--- src/rtl/plateau_pkg.sv ---
`timescale 1ns/1ps
package plateau_pkg;

    typedef enum logic [1:0] {
        ST_PRIME   = 2'd0,
        ST_TRACK   = 2'd1,
        ST_SETTLED = 2'd2
    } pd_state_e;

endpackage

--- src/rtl/pd_change_cmp.sv ---
`timescale 1ns/1ps
module pd_change_cmp #(
    parameter int SAMPLE_W = 12
) (
    input  logic                clk_i,
    input  logic                rst_ni,
    input  logic                smp_valid_i,
    input  logic [SAMPLE_W-1:0] smp_data_i,
    input  logic [SAMPLE_W-1:0] margin_i,
    input  logic                force_chg_i,
    output logic                chg_flag_o
);
    localparam int DW = SAMPLE_W + 1;

    logic [SAMPLE_W-1:0] ref_q;
    logic [DW-1:0]       delta;
    logic [DW-1:0]       mag;

    always_comb begin
        delta = {1'b0, smp_data_i} - {1'b0, ref_q};
        mag   = delta[DW-1] ? (~delta + 1'b1) : delta;
        chg_flag_o = force_chg_i || (mag > {1'b0, margin_i});
    end

    always_ff @(posedge clk_i or negedge rst_ni) begin
        if (!rst_ni) begin
            ref_q <= '0;
        end else if (smp_valid_i) begin
            ref_q <= smp_data_i;
        end
    end

    // the reference follows every valid sample
    p_ref_tracks_r3: assert property (@(posedge clk_i) disable iff (!rst_ni)
        smp_valid_i |=> ref_q == $past(smp_data_i));

    // the reference is untouched on idle cycles
    p_ref_idle_r1: assert property (@(posedge clk_i) disable iff (!rst_ni)
        !smp_valid_i |=> $stable(ref_q));

endmodule

--- src/rtl/pd_history.sv ---
`timescale 1ns/1ps
module pd_history #(
    parameter int HIST_MAX = 16,
    parameter int LEN_W    = 5
) (
    input  logic                clk_i,
    input  logic                rst_ni,
    input  logic                shift_en_i,
    input  logic                flag_i,
    input  logic [LEN_W-1:0]    win_len_i,
    output logic [HIST_MAX-1:0] hist_next_o,
    output logic                hist_zero_o
);
    logic [HIST_MAX-1:0] hist_q;
    logic [HIST_MAX-1:0] mask;
    logic [LEN_W-1:0]    eff_len;

    always_comb begin
        if (win_len_i == '0) begin
            eff_len = LEN_W'(1);
        end else if (int'(win_len_i) > HIST_MAX) begin
            eff_len = LEN_W'(HIST_MAX);
        end else begin
            eff_len = win_len_i;
        end
    end

    for (genvar gi = 0; gi < HIST_MAX; gi++) begin : g_mask
        assign mask[gi] = (gi < int'(eff_len));
    end

    always_comb begin
        hist_next_o = ({hist_q[HIST_MAX-2:0], 1'b0} | {{(HIST_MAX-1){1'b0}}, flag_i}) & mask;
        hist_zero_o = (hist_next_o == '0);
    end

    always_ff @(posedge clk_i or negedge rst_ni) begin
        if (!rst_ni) begin
            hist_q <= '1;
        end else if (shift_en_i) begin
            hist_q <= hist_next_o;
        end
    end

    // no shift without a sample
    p_hist_idle_r1: assert property (@(posedge clk_i) disable iff (!rst_ni)
        !shift_en_i |=> $stable(hist_q));

    // a flagged sample always leaves bit 0 set
    p_flag_lands_r2: assert property (@(posedge clk_i) disable iff (!rst_ni)
        (shift_en_i && flag_i) |=> hist_q[0]);

endmodule

--- src/rtl/pd_fsm.sv ---
`timescale 1ns/1ps
module pd_fsm
    import plateau_pkg::*;
(
    input  logic clk_i,
    input  logic rst_ni,
    input  logic smp_valid_i,
    input  logic hist_zero_i,
    output logic force_chg_o,
    output logic report_o
);
    pd_state_e state_q, state_d;

    always_ff @(posedge clk_i or negedge rst_ni) begin
        if (!rst_ni) begin
            state_q <= ST_PRIME;
        end else begin
            state_q <= state_d;
        end
    end

    always_comb begin
        state_d = state_q;
        if (smp_valid_i) begin
            unique case (state_q)
                ST_PRIME:   state_d = ST_TRACK;
                ST_TRACK:   state_d = hist_zero_i ? ST_SETTLED : ST_TRACK;
                ST_SETTLED: state_d = hist_zero_i ? ST_SETTLED : ST_TRACK;
                default:    state_d = ST_PRIME;
            endcase
        end
    end

    always_comb begin
        force_chg_o = (state_q == ST_PRIME);
        report_o    = smp_valid_i && (state_q == ST_TRACK) && hist_zero_i;
    end

    // nothing is reported before a reference sample exists
    p_prime_silent_r7: assert property (@(posedge clk_i) disable iff (!rst_ni)
        (state_q == ST_PRIME) |-> !report_o);

    // a report is always followed by the settled state
    p_report_settles_r6: assert property (@(posedge clk_i) disable iff (!rst_ni)
        report_o |=> state_q == ST_SETTLED);

endmodule

--- src/rtl/plateau_detector.sv ---
`timescale 1ns/1ps
module plateau_detector #(
    parameter int SAMPLE_W = 12,
    parameter int HIST_MAX = 16,
    localparam int LEN_W   = $clog2(HIST_MAX + 1)
) (
    input  logic                clk_i,
    input  logic                rst_ni,
    input  logic                smp_valid_i,
    input  logic [SAMPLE_W-1:0] smp_data_i,
    input  logic [SAMPLE_W-1:0] margin_i,
    input  logic [LEN_W-1:0]    win_len_i,
    output logic                lvl_valid_o,
    output logic [SAMPLE_W-1:0] lvl_data_o
);
    logic                chg_flag;
    logic                force_chg;
    logic                hist_zero;
    logic                report;
    logic [HIST_MAX-1:0] hist_next;

    pd_change_cmp #(.SAMPLE_W(SAMPLE_W)) u_cmp (
        .clk_i      (clk_i),
        .rst_ni     (rst_ni),
        .smp_valid_i(smp_valid_i),
        .smp_data_i (smp_data_i),
        .margin_i   (margin_i),
        .force_chg_i(force_chg),
        .chg_flag_o (chg_flag)
    );

    pd_history #(.HIST_MAX(HIST_MAX), .LEN_W(LEN_W)) u_hist (
        .clk_i      (clk_i),
        .rst_ni     (rst_ni),
        .shift_en_i (smp_valid_i),
        .flag_i     (chg_flag),
        .win_len_i  (win_len_i),
        .hist_next_o(hist_next),
        .hist_zero_o(hist_zero)
    );

    pd_fsm u_fsm (
        .clk_i      (clk_i),
        .rst_ni     (rst_ni),
        .smp_valid_i(smp_valid_i),
        .hist_zero_i(hist_zero),
        .force_chg_o(force_chg),
        .report_o   (report)
    );

    always_ff @(posedge clk_i or negedge rst_ni) begin
        if (!rst_ni) begin
            lvl_valid_o <= 1'b0;
            lvl_data_o  <= '0;
        end else begin
            lvl_valid_o <= report;
            if (report) begin
                lvl_data_o <= smp_data_i;
            end
        end
    end

    // a report carries the sample taken one edge earlier
    p_level_matches_r5: assert property (@(posedge clk_i) disable iff (!rst_ni)
        lvl_valid_o |-> (lvl_data_o == $past(smp_data_i)) && $past(smp_valid_i));

    // the strobe never lasts two cycles
    p_one_pulse_r6: assert property (@(posedge clk_i) disable iff (!rst_ni)
        lvl_valid_o |=> !lvl_valid_o);

    // the level holds between reports
    p_level_holds_r5: assert property (@(posedge clk_i) disable iff (!rst_ni)
        !lvl_valid_o |-> $stable(lvl_data_o));

endmodule

--- config.mk ---
export PLATFORM = sky130hd
export DESIGN_NAME = plateau_detector
export DESIGN_NICKNAME = d
export VERILOG_FILES = /design/src/rtl/plateau_pkg.sv /design/src/rtl/pd_change_cmp.sv /design/src/rtl/pd_history.sv /design/src/rtl/pd_fsm.sv /design/src/rtl/plateau_detector.sv
export SDC_FILE = /design/constraint.sdc
export NUM_CORES = 1
export LEC_CHECK = 0
export BUFFER_PORTS_ARGS = -buffer_cell sky130_fd_sc_hd__buf_2
export CAP_MARGIN = 20
export CORE_MARGIN = 5
export CORE_UTILIZATION = 57
export CTS_BUF_LIST = sky130_fd_sc_hd__clkbuf_8
export DETAILED_ROUTE_END_ITERATION = 10
export PLACE_DENSITY = 0.79
export SLEW_MARGIN = 30
export SYNTH_ARGS = -nofsm -noshare
export SYNTH_HDL_FRONTEND = slang
export SYNTH_HIERARCHICAL = 1
export SYNTH_SLANG_ARGS = --single-unit
--- constraint.sdc ---
create_clock -name clk_i -period 12.56 [get_ports clk_i]
set_input_delay 0 -clock clk_i [delete_from_list [all_inputs] [get_ports clk_i]]
set_output_delay 0 -clock clk_i [all_outputs]
set_load 0.02 [all_outputs]
Word-level counts from Yosys, hierarchy flattened

Index checks and enable logic that the tools add are counted.

$add $sub $neg: 2
$mul: 0
Div/mod/pow operators: 0
$lt $le $gt $ge: 18
Equality and inequality tests: 2
Shifts and indexed selects: 0
Multiplexer cells: 5
Bitwise gates (word level): 3
Reductions and logical operators: 7

Operators with widths:

| cell                  | count |
|---|---|
| $lt 4x5->1 const A    | 8 |
| $lt 3x5->1 const A    | 4 |
| $and 16x16->16        | 1 |
| $logic_not 16->1      | 1 |
| $or 16x1->16          | 1 |
| $add 13x1->13 const B | 1 |
| $gt 13x12->1          | 1 |
| $mux 13               | 1 |
| $not 13->13           | 1 |
| $sub 12x12->13        | 1 |
| $lt 1x5->1 const A    | 2 |
| $lt 2x5->1 const A    | 2 |
| $mux 5                | 2 |
| $gt 5x5->1 const B    | 1 |
| $logic_not 5->1       | 1 |
| $pmux 2 s2            | 1 |
| $eq 2x1->1 const B    | 1 |
| $eq 2x2->1 const B    | 1 |
| $logic_and 1x1->1     | 2 |
| $logic_not 2->1       | 1 |
| $mux 2                | 1 |
| $reduce_or 2->1       | 1 |
| $logic_or 1x1->1      | 1 |

Bits in registers: 42
Bits in latches: 0
Bits in writable memories: 0
Bits in read-only memories: 0
Input bits: 32
Output and inout port bits: 13
Logic and storage cells: 42
Memories kept: 0

Depth between registers and ports, before layout

Gate-level depths: netlist of the first run.

Depth in word-level cells: 11
Mapped depth: 25
Mapped depth without buffers: 24

Modules after synthesis

Netlist of the first run, hierarchy kept.

By module, submodules not included:

| module           | instances | cells each | area each (um2) |
|---|---|---|---|
| pd_change_cmp    | 1         | 217        | 1,694.1 |
| pd_history       | 1         | 83         | 902.1 |
| plateau_detector | 1         | 26         | 509.2 |
| pd_fsm           | 1         | 14         | 145.1 |

Worst setup path before layout of the first run

Ideal clock, no wire load.

Path kind: reg2reg
Start point: register u_cmp.ref_q[0]
End point: register lvl_data_o[0]
Data arrival time: 4,366 ps
Path slack: 8,069 ps
Stages on the path, launching flop included: 25
Buffers on the path: 1
Cell sequence: dfrtp_1 ha_1 fa_1 nand2b_1 a211oi_2 o21ai_1 o211ai_1 a31oi_1 o41ai_1 xnor2_1 ha_1 a21o_1 a21o_1 a21oi_1 o21ai_0 nand3b_1 a21oi_1 o21ai_1 inv_1 o2111ai_1 nor4_1 and3_1 and3_1 buf_6 mux2_4

Longest elaborated chain between the ends: 10

RTL lines:

| element                | RTL line               | source |
|---|---|---|
| start, declared        | pd_change_cmp.sv:15    | `logic [SAMPLE_W-1:0] ref_q;` |
| start signal, assigned | pd_change_cmp.sv:29    | `ref_q <= smp_data_i;` |
| $sub 12x12->13 *       | pd_change_cmp.sv:20    | `delta = {1'b0, smp_data_i} - {1'b0, ref_q};` |
| $not 13->13            | pd_change_cmp.sv:21    | `mag = delta[DW-1] ? (~delta + 1'b1) : delta;` |
| $add 13x1->13          | pd_change_cmp.sv:21    |  |
| $mux 13 *              | pd_change_cmp.sv:21    |  |
| $gt 13x12->1 *         | pd_change_cmp.sv:22    | `chg_flag_o = force_chg_i \|\| (mag > {1'b0, margin_i});` |
| $logic_or 1x1->1 *     | pd_change_cmp.sv:22    |  |
| net chg_flag           | plateau_detector.sv:16 | `logic chg_flag;` |
| $or 16x1->16 *         | pd_history.sv:33       | `hist_next_o = ({hist_q[HIST_MAX-2:0], 1'b0} \| {{(HIST_MAX-1){1'b0}}, flag_i}) & mask;` |
| $and 16x16->16 *       | pd_history.sv:33       |  |
| $logic_not 16->1 *     | pd_history.sv:34       | `hist_zero_o = (hist_next_o == '0);` |
| net hist_zero          | plateau_detector.sv:18 | `logic hist_zero;` |
| $logic_and 1x1->1 *    | pd_fsm.sv:36           | `report_o = smp_valid_i && (state_q == ST_TRACK) && hist_zero_i;` |
| net report             | plateau_detector.sv:19 | `logic report;` |
| end signal, assigned   | plateau_detector.sv:58 | `lvl_data_o <= smp_data_i;` |
| end, declared          | plateau_detector.sv:14 | `output logic [SAMPLE_W-1:0] lvl_data_o` |

The timed path passes the listed nets; every way through them passes the cells marked *.
A chain may end at the register's enable or synchronous reset.

Worst setup path after layout of the first run

Start point: input port smp_data_i[0]
End point: register lvl_data_o[9]

Longest elaborated chain between the ends: 10

RTL lines:

| element             | RTL line               | source |
|---|---|---|
| start, declared     | plateau_detector.sv:10 | `input logic [SAMPLE_W-1:0] smp_data_i,` |
| $sub 12x12->13 *    | pd_change_cmp.sv:20    |  |
| $not 13->13         | pd_change_cmp.sv:21    |  |
| $add 13x1->13       | pd_change_cmp.sv:21    |  |
| $mux 13 *           | pd_change_cmp.sv:21    |  |
| $gt 13x12->1 *      | pd_change_cmp.sv:22    |  |
| $logic_or 1x1->1 *  | pd_change_cmp.sv:22    |  |
| net chg_flag        | plateau_detector.sv:16 |  |
| $or 16x1->16 *      | pd_history.sv:33       |  |
| $and 16x16->16 *    | pd_history.sv:33       |  |
| $logic_not 16->1 *  | pd_history.sv:34       |  |
| net hist_zero       | plateau_detector.sv:18 |  |
| $logic_and 1x1->1 * | pd_fsm.sv:36           |  |
| net report          | plateau_detector.sv:19 |  |

Marks and branches as above.

==> impl_metrics.env, run 1 <==
export IMPL_r2r_cells=23
export IMPL_n_fill_cell=434
export IMPL_ant_nets=0
export IMPL_r2r_end="lvl_data_o[9]"
export IMPL_core_um2=5507
export IMPL_numCtsBuffers=5
export IMPL_crit_path_end_kind="register"
export IMPL_placed_cell_area_um2=3490
export IMPL_grt_overflow_total=0
export IMPL_vias_per_cell=5.672
export IMPL_wl_met2_um=3169
export IMPL_cts_sinks=42
export IMPL_clockBufferDepth=2
export IMPL_finalHoldViolCount=0
export IMPL_period_needed_ps=5410
export IMPL_met3_wirelength_um=413
export IMPL_initial_core_util_pct=58.85
export IMPL_cp_start_kind="input pin"
export IMPL_grt_pass1_wl_um=11860
export IMPL_first_pass_iters=4
export IMPL_max_slew_margin_pct=45.55
export IMPL_hold_path_class="in -> async"
export IMPL_worstSetupStartpoint="smp_data_i[0]"
export IMPL_fin_skew_ps=6.257
export IMPL_wl_met1_um=3168
export IMPL_num_nets_final=454
export IMPL_synthesis_nets=399
export IMPL_fmax_mhz=184.9
export IMPL_setup_violations=0
export IMPL_syn_to_final_growth_pct=15.17
export IMPL_clkTransAtPathRegs_ps=80
export IMPL_drcViolationCount=0
export IMPL_rows=27
export IMPL_crit_type="in -> reg"
export IMPL_ios=45
export IMPL_critPathMaxStageDelay_ps=700
export IMPL_grt_max_degree=45
export IMPL_syn_inst=338
export IMPL_p_per_area_nw_per_um2=156.5
export IMPL_period_share_pct=43.07
export IMPL_worst_slew_pin_slew_ps=816.8
export IMPL_p_clk_share_pct=17.8
export IMPL_n_antenna_cell=0
export IMPL_drive_gt1_share_pct=28.43
export IMPL_drt_initial_drc_count=274
export IMPL_cts_tree="yes"
export IMPL_reg2reg_from="u_cmp/ref_q[0]"
export IMPL_clk_latency_ps=290
export IMPL_grt_usage_pct=19.81
export IMPL_p_leak_nw=1.767
export IMPL_grt_pass1_vias=2551
export IMPL_cp_max_fo=13
export IMPL_syn_cell_area_um2=3241
export IMPL_die_height_um=85.40
export IMPL_wl_per_cell_um=14.71
export IMPL_pwr_share_seq_pct=35.4
export IMPL_yosysWarningCount=6
export IMPL_p_sw_uw=213.2
export IMPL_dieArea_um2=7293
export IMPL_r2r_setup_slack_ps=7190
export IMPL_dr_total_vias=2643
export IMPL_status="complete, no violations"
export IMPL_grt_setup_unrepaired="false"
export IMPL_clockRootBuffer="clkbuf_8"
export IMPL_top_layer="met4"
export IMPL_gp_congestion=0.9397
export IMPL_portBuffers=44
export IMPL_die_w_um=85.40
export IMPL_crit_arrival_ps=5590
export IMPL_syn_area_per_cell_um2=9.588
export IMPL_final_max_slew_viol_count=0
export IMPL_pwr_share_comb_pct=46.8
export IMPL_drv_cap=0
export IMPL_ir_drop_mv=0.1043
export IMPL_totalWireLength_um=6853
export IMPL_swShare_pct=36.50
export IMPL_cpMaxStageDelayCell="and3_1"
export IMPL_antenna_found_initial=0
export IMPL_cp_required_ps=12740
export IMPL_dp_hpwl_um=5132
export IMPL_setup_tns_ps=0
export IMPL_design_area_um2=3732
export IMPL_internal_power_uw=370.9
export IMPL_htreeDepth=2
[power by group through the flow]
stage	Sequential, mW	Clock (mW)	Combinational (mW)
2_1_floorplan	0.223	0	0.184
3_3_place_gp	0.206	0	0.263
3_5_place_dp	0.208	0	0.269
4_1_cts	0.206	0.108	0.274
5_1_grt	0.211	0.115	0.304
6_report	0.207	0.104	0.274
[layout make-up]
class	count	area (um^2)	area share, %
Sequential cell	42	1070	28.66
Clock inverter	3	41.29	1.106
Timing Repair Buffer	57	352.8	9.454
Inverter	34	127.6	3.419
Tap cell	72	90.09	2.414
Multi-Input combinational cell	253	1982	53.10
Clock buffer	5	68.82	1.844
[state kept, by name, summed over array words and instances, names as in the netlist]
| register | flops |
|---|---|
| lvl_data_o | 12 |
| lvl_valid_o | 1 |
| u_cmp/ref_q | 12 |
| u_fsm/state_q | 2 |
| u_hist/hist_q | 15 |
[metrics by stage]
stage	hold WS, ps	setup slack [ps]	power, mW	instances	util [%]
after floorplan	-295.6	8087	0.4075	338	-
after global placement	178.0	7399	0.4686	445	63.37
after detailed placement	183.0	7201	0.4771	445	63.37
after CTS	219.8	7164	0.5875	466	67.73
after global routing	262.4	6733	0.6302	466	67.78
final	228.0	7150	0.5841	466	67.78
[routing by layer]
layer / vias to the layer above / track usage [%]
li1: 1313 / -
met3: 11 / 3.786
met4: 0 / 4.892
met2: 83 / 31.43
met5: - / 0
met1: 1236 / 27.81
[cell usage in the layout, fill, tap and decap left out, types with 2 or more instances in the layout]
cell	count
dfrtp_1	27
nor2b_1	4
and3_1	2
a21boi_0	5
or2_1	2
a211oi_2	2
or2_2	3
xor2_1	8
dfstp_2	15
dlygate4sd3_1	13
ha_1	28
o211ai_1	5
o21a_1	3
buf_2	43
inv_1	35
nand3b_1	3
mux2_4	10
nor2_1	22
o311a_1	2
nand3_1	7
nand2b_1	3
clkbuf_8	5
xnor2_1	7
a31oi_1	3
nor4_1	2
mux2_2	20
o21ai_0	23
a211oi_1	2
o21ai_1	3
a21o_1	4
nor3_1	3
o41ai_1	3
a21oi_1	15
nand2_1	25
[critical path: cells and delay by family]
kind	cells	cell delay (ps)
and+or+nand+nor	5	1430
buffers and inverters	4	770
AOI/OAI and AO/OA	12	1940
xor gates and xnor gates	1	170
muxes	1	410
adders and majority gates	3	860
[worst max-delay path by stage]
stage / to / depth (start not counted)
2_1_floorplan: lvl_data_o[0] / 24
6_report: lvl_data_o[9] / 26
3_3_place_gp: lvl_data_o[9] / 23
3_5_place_dp: lvl_data_o[9] / 23
5_1_grt: lvl_data_o[9] / 26
4_1_cts: lvl_data_o[9] / 26
[what timing repair did]
action                                  4_1_cts  5_1_grt
endpoints found under the hold margin        50        0
resized for setup                             0        0
hold buffers                                 13        0
buffers inserted                              0        0
endpoints found under the setup margin        0        0
Power figures use the tool's default switching activity.
==> run 2: changes to the inputs <==
==> constraint.sdc (replaced) <==
create_clock -name clk_i -period 5.5 [get_ports clk_i]
set_input_delay 0 -clock clk_i [delete_from_list [all_inputs] [get_ports clk_i]]
set_output_delay 0 -clock clk_i [all_outputs]
set_load 0.02 [all_outputs]
==> run 2 against run 1 <==
Effect of this change: critical path depth increased by 1; first-iteration DRC count decreased by 27%; register-to-register slack got worse by 6800 ps; power increased by 130%; clock skew decreased by 2.1 ps; sequential cell count unchanged; via count increased by 1.2%; cell area increased by 0.30%; die area unchanged; setup slack got worse by 6800 ps; critical endpoint is now lvl_data_o[2]; largest power group unchanged.
==> impl_metrics.env, run 2 (synthesized netlist as in run 1, its figures left out) <==
export IMPL_status="complete, no violations"
export IMPL_dp_hpwl_um=5315
export IMPL_num_nets_final=455
export IMPL_cp_max_fo=7
export IMPL_worst_slew_pin_slew_ps=793.4
export IMPL_final_max_slew_viol_count=0
export IMPL_cpMaxStageDelayCell="dlygate4sd3_1"
export IMPL_max_slew_margin_pct=47.11
export IMPL_ios=45
export IMPL_ir_drop_mv=0.2275
export IMPL_first_pass_iters=4
export IMPL_path_buf_inv=5
export IMPL_drv_cap=0
export IMPL_n_antenna_cell=0
export IMPL_setup_tns_ps=0
export IMPL_ant_nets=0
export IMPL_critPathMaxStageDelay_ps=520
export IMPL_clockRootBuffer="clkbuf_8"
export IMPL_critPathTopFamily="compound AO/OA/AOI/OAI gates"
export IMPL_crit_path_end_kind="register"
export IMPL_fin_cells=467
export IMPL_design_area_um2=3744
export IMPL_cts_setup_buffers=0
export IMPL_initial_core_util_pct=58.85
export IMPL_grt_setup_unrepaired="false"
export IMPL_finalWorstSetupSlack_ps=389.1
export IMPL_syn_to_final_growth_pct=15.52
export IMPL_largest_register="u_hist/hist_q"
export IMPL_hold_path_class="in -> async"
export IMPL_die_w_um=85.40
export IMPL_fmax_mhz=195.7
export IMPL_core_um2=5507
export IMPL_grt_usage_pct=20.59
export IMPL_dr_total_vias=2675
export IMPL_p_total_mw=1.353
export IMPL_antenna_found_initial=0
export IMPL_wl_per_cell_um=15.33
export IMPL_rows=27
export IMPL_numCtsBuffers=5
export IMPL_htreeDepth=2
export IMPL_grt_pass1_vias=2667
export IMPL_finalHoldViolCount=0
export IMPL_cts_sinks=42
export IMPL_clkTransAtPathRegs_ps=90
export IMPL_fin_skew_ps=4.181
export IMPL_cp_start_kind="input pin"
export IMPL_period_share_pct=92.93
export IMPL_p_leak_nw=1.775
export IMPL_grt_pass1_wl_um=12330
export IMPL_gp_congestion=0.9275
export IMPL_final_common_cell="buf_2"
export IMPL_dieArea_um2=7293
export IMPL_n_fill_cell=435
export IMPL_pre_cts_ws_ps=324.8
export IMPL_final_cell_mix="43 x buf_2, 34 x inv_1, 28 x ha_1, 27 x dfrtp_1, 25 x nand2_1"
export IMPL_fin_hold_ws_ps=224.0
export IMPL_largest_reg_flops=15
export IMPL_grt_max_degree=45
export IMPL_grt_overflow_total=0
export IMPL_vias_per_cell=5.728
export IMPL_clk_latency_ps=290
export IMPL_dp_cells=446
export IMPL_period_needed_ps=5111
export IMPL_drcViolationCount=0
export IMPL_portBuffers=44
export IMPL_drt_initial_drc_count=200
export IMPL_drive_gt1_share_pct=29.11
export IMPL_final_core_util_pct=67.98
export IMPL_crit_arrival_ps=5290
export IMPL_clockBufferDepth=2
export IMPL_totalWireLength_um=7161
export IMPL_reg_largest_list="u_hist/hist_q: 15 flops, lvl_data_o: 12 flops, u_cmp/ref_q: 12 flops"
export IMPL_placed_cell_area_um2=3497
export IMPL_setup_violations=0
export IMPL_crit_type="in -> reg"
export IMPL_cp_required_ps=5680
export IMPL_cts_tree="yes"
export IMPL_p_per_area_nw_per_um2=361.3
export IMPL_die_height_um=85.40
==> run 2: metal layers <==
metal | share of wire (%) | global-route usage, %
met2 | 48 | 34.04
met4 | 0.94 | 4.748
met5 | 0 | 0
met3 | 4.7 | 4.175
met1 | 46 | 27.72
==> run 2: final timing paths <==
kind / from / to / slack [ps] / cells after the start
setup / recovery: smp_data_i[0] / lvl_data_o[2] / 390 / 27
hold / removal: rst_ni / lvl_data_o[3] / 220 / 2
max in group asynchronous: rst_ni / u_hist/hist_q[5] / 4900 / 2
min in group clk_i: win_len_i[4] / u_hist/hist_q[9] / 230 / 4
hold reg to reg: lvl_data_o[3] / lvl_data_o[3] / 520 / 1
setup reg to reg: u_cmp/ref_q[0] / lvl_data_o[2] / 410 / 24
==> run 2: where the power goes <==
part,switching [mW],leakage (nW),internal (mW),total (mW)
sequential,0.0574,0.493,0.417,0.474
combinational,0.331,1.22,0.298,0.629
clock,0.113,0.0585,0.136,0.249
==> run 2: repair_timing <==
item,in CTS,in global routing
hold endpoints to repair,50,0
endpoints found under the setup margin,0,7
hold buffers,13,0
resized for setup,0,2
==> run 2: cell type report <==
class	count	area [um^2]	share of cell area (%)
clock buffers	5	68.82	1.838
clock inverters	3	43.79	1.170
inverters	34	127.6	3.409
multi-input cells	253	1983	52.97
flip-flops and latches	42	1070	28.58
well taps	72	90.09	2.406
repair buffers	58	360.3	9.626
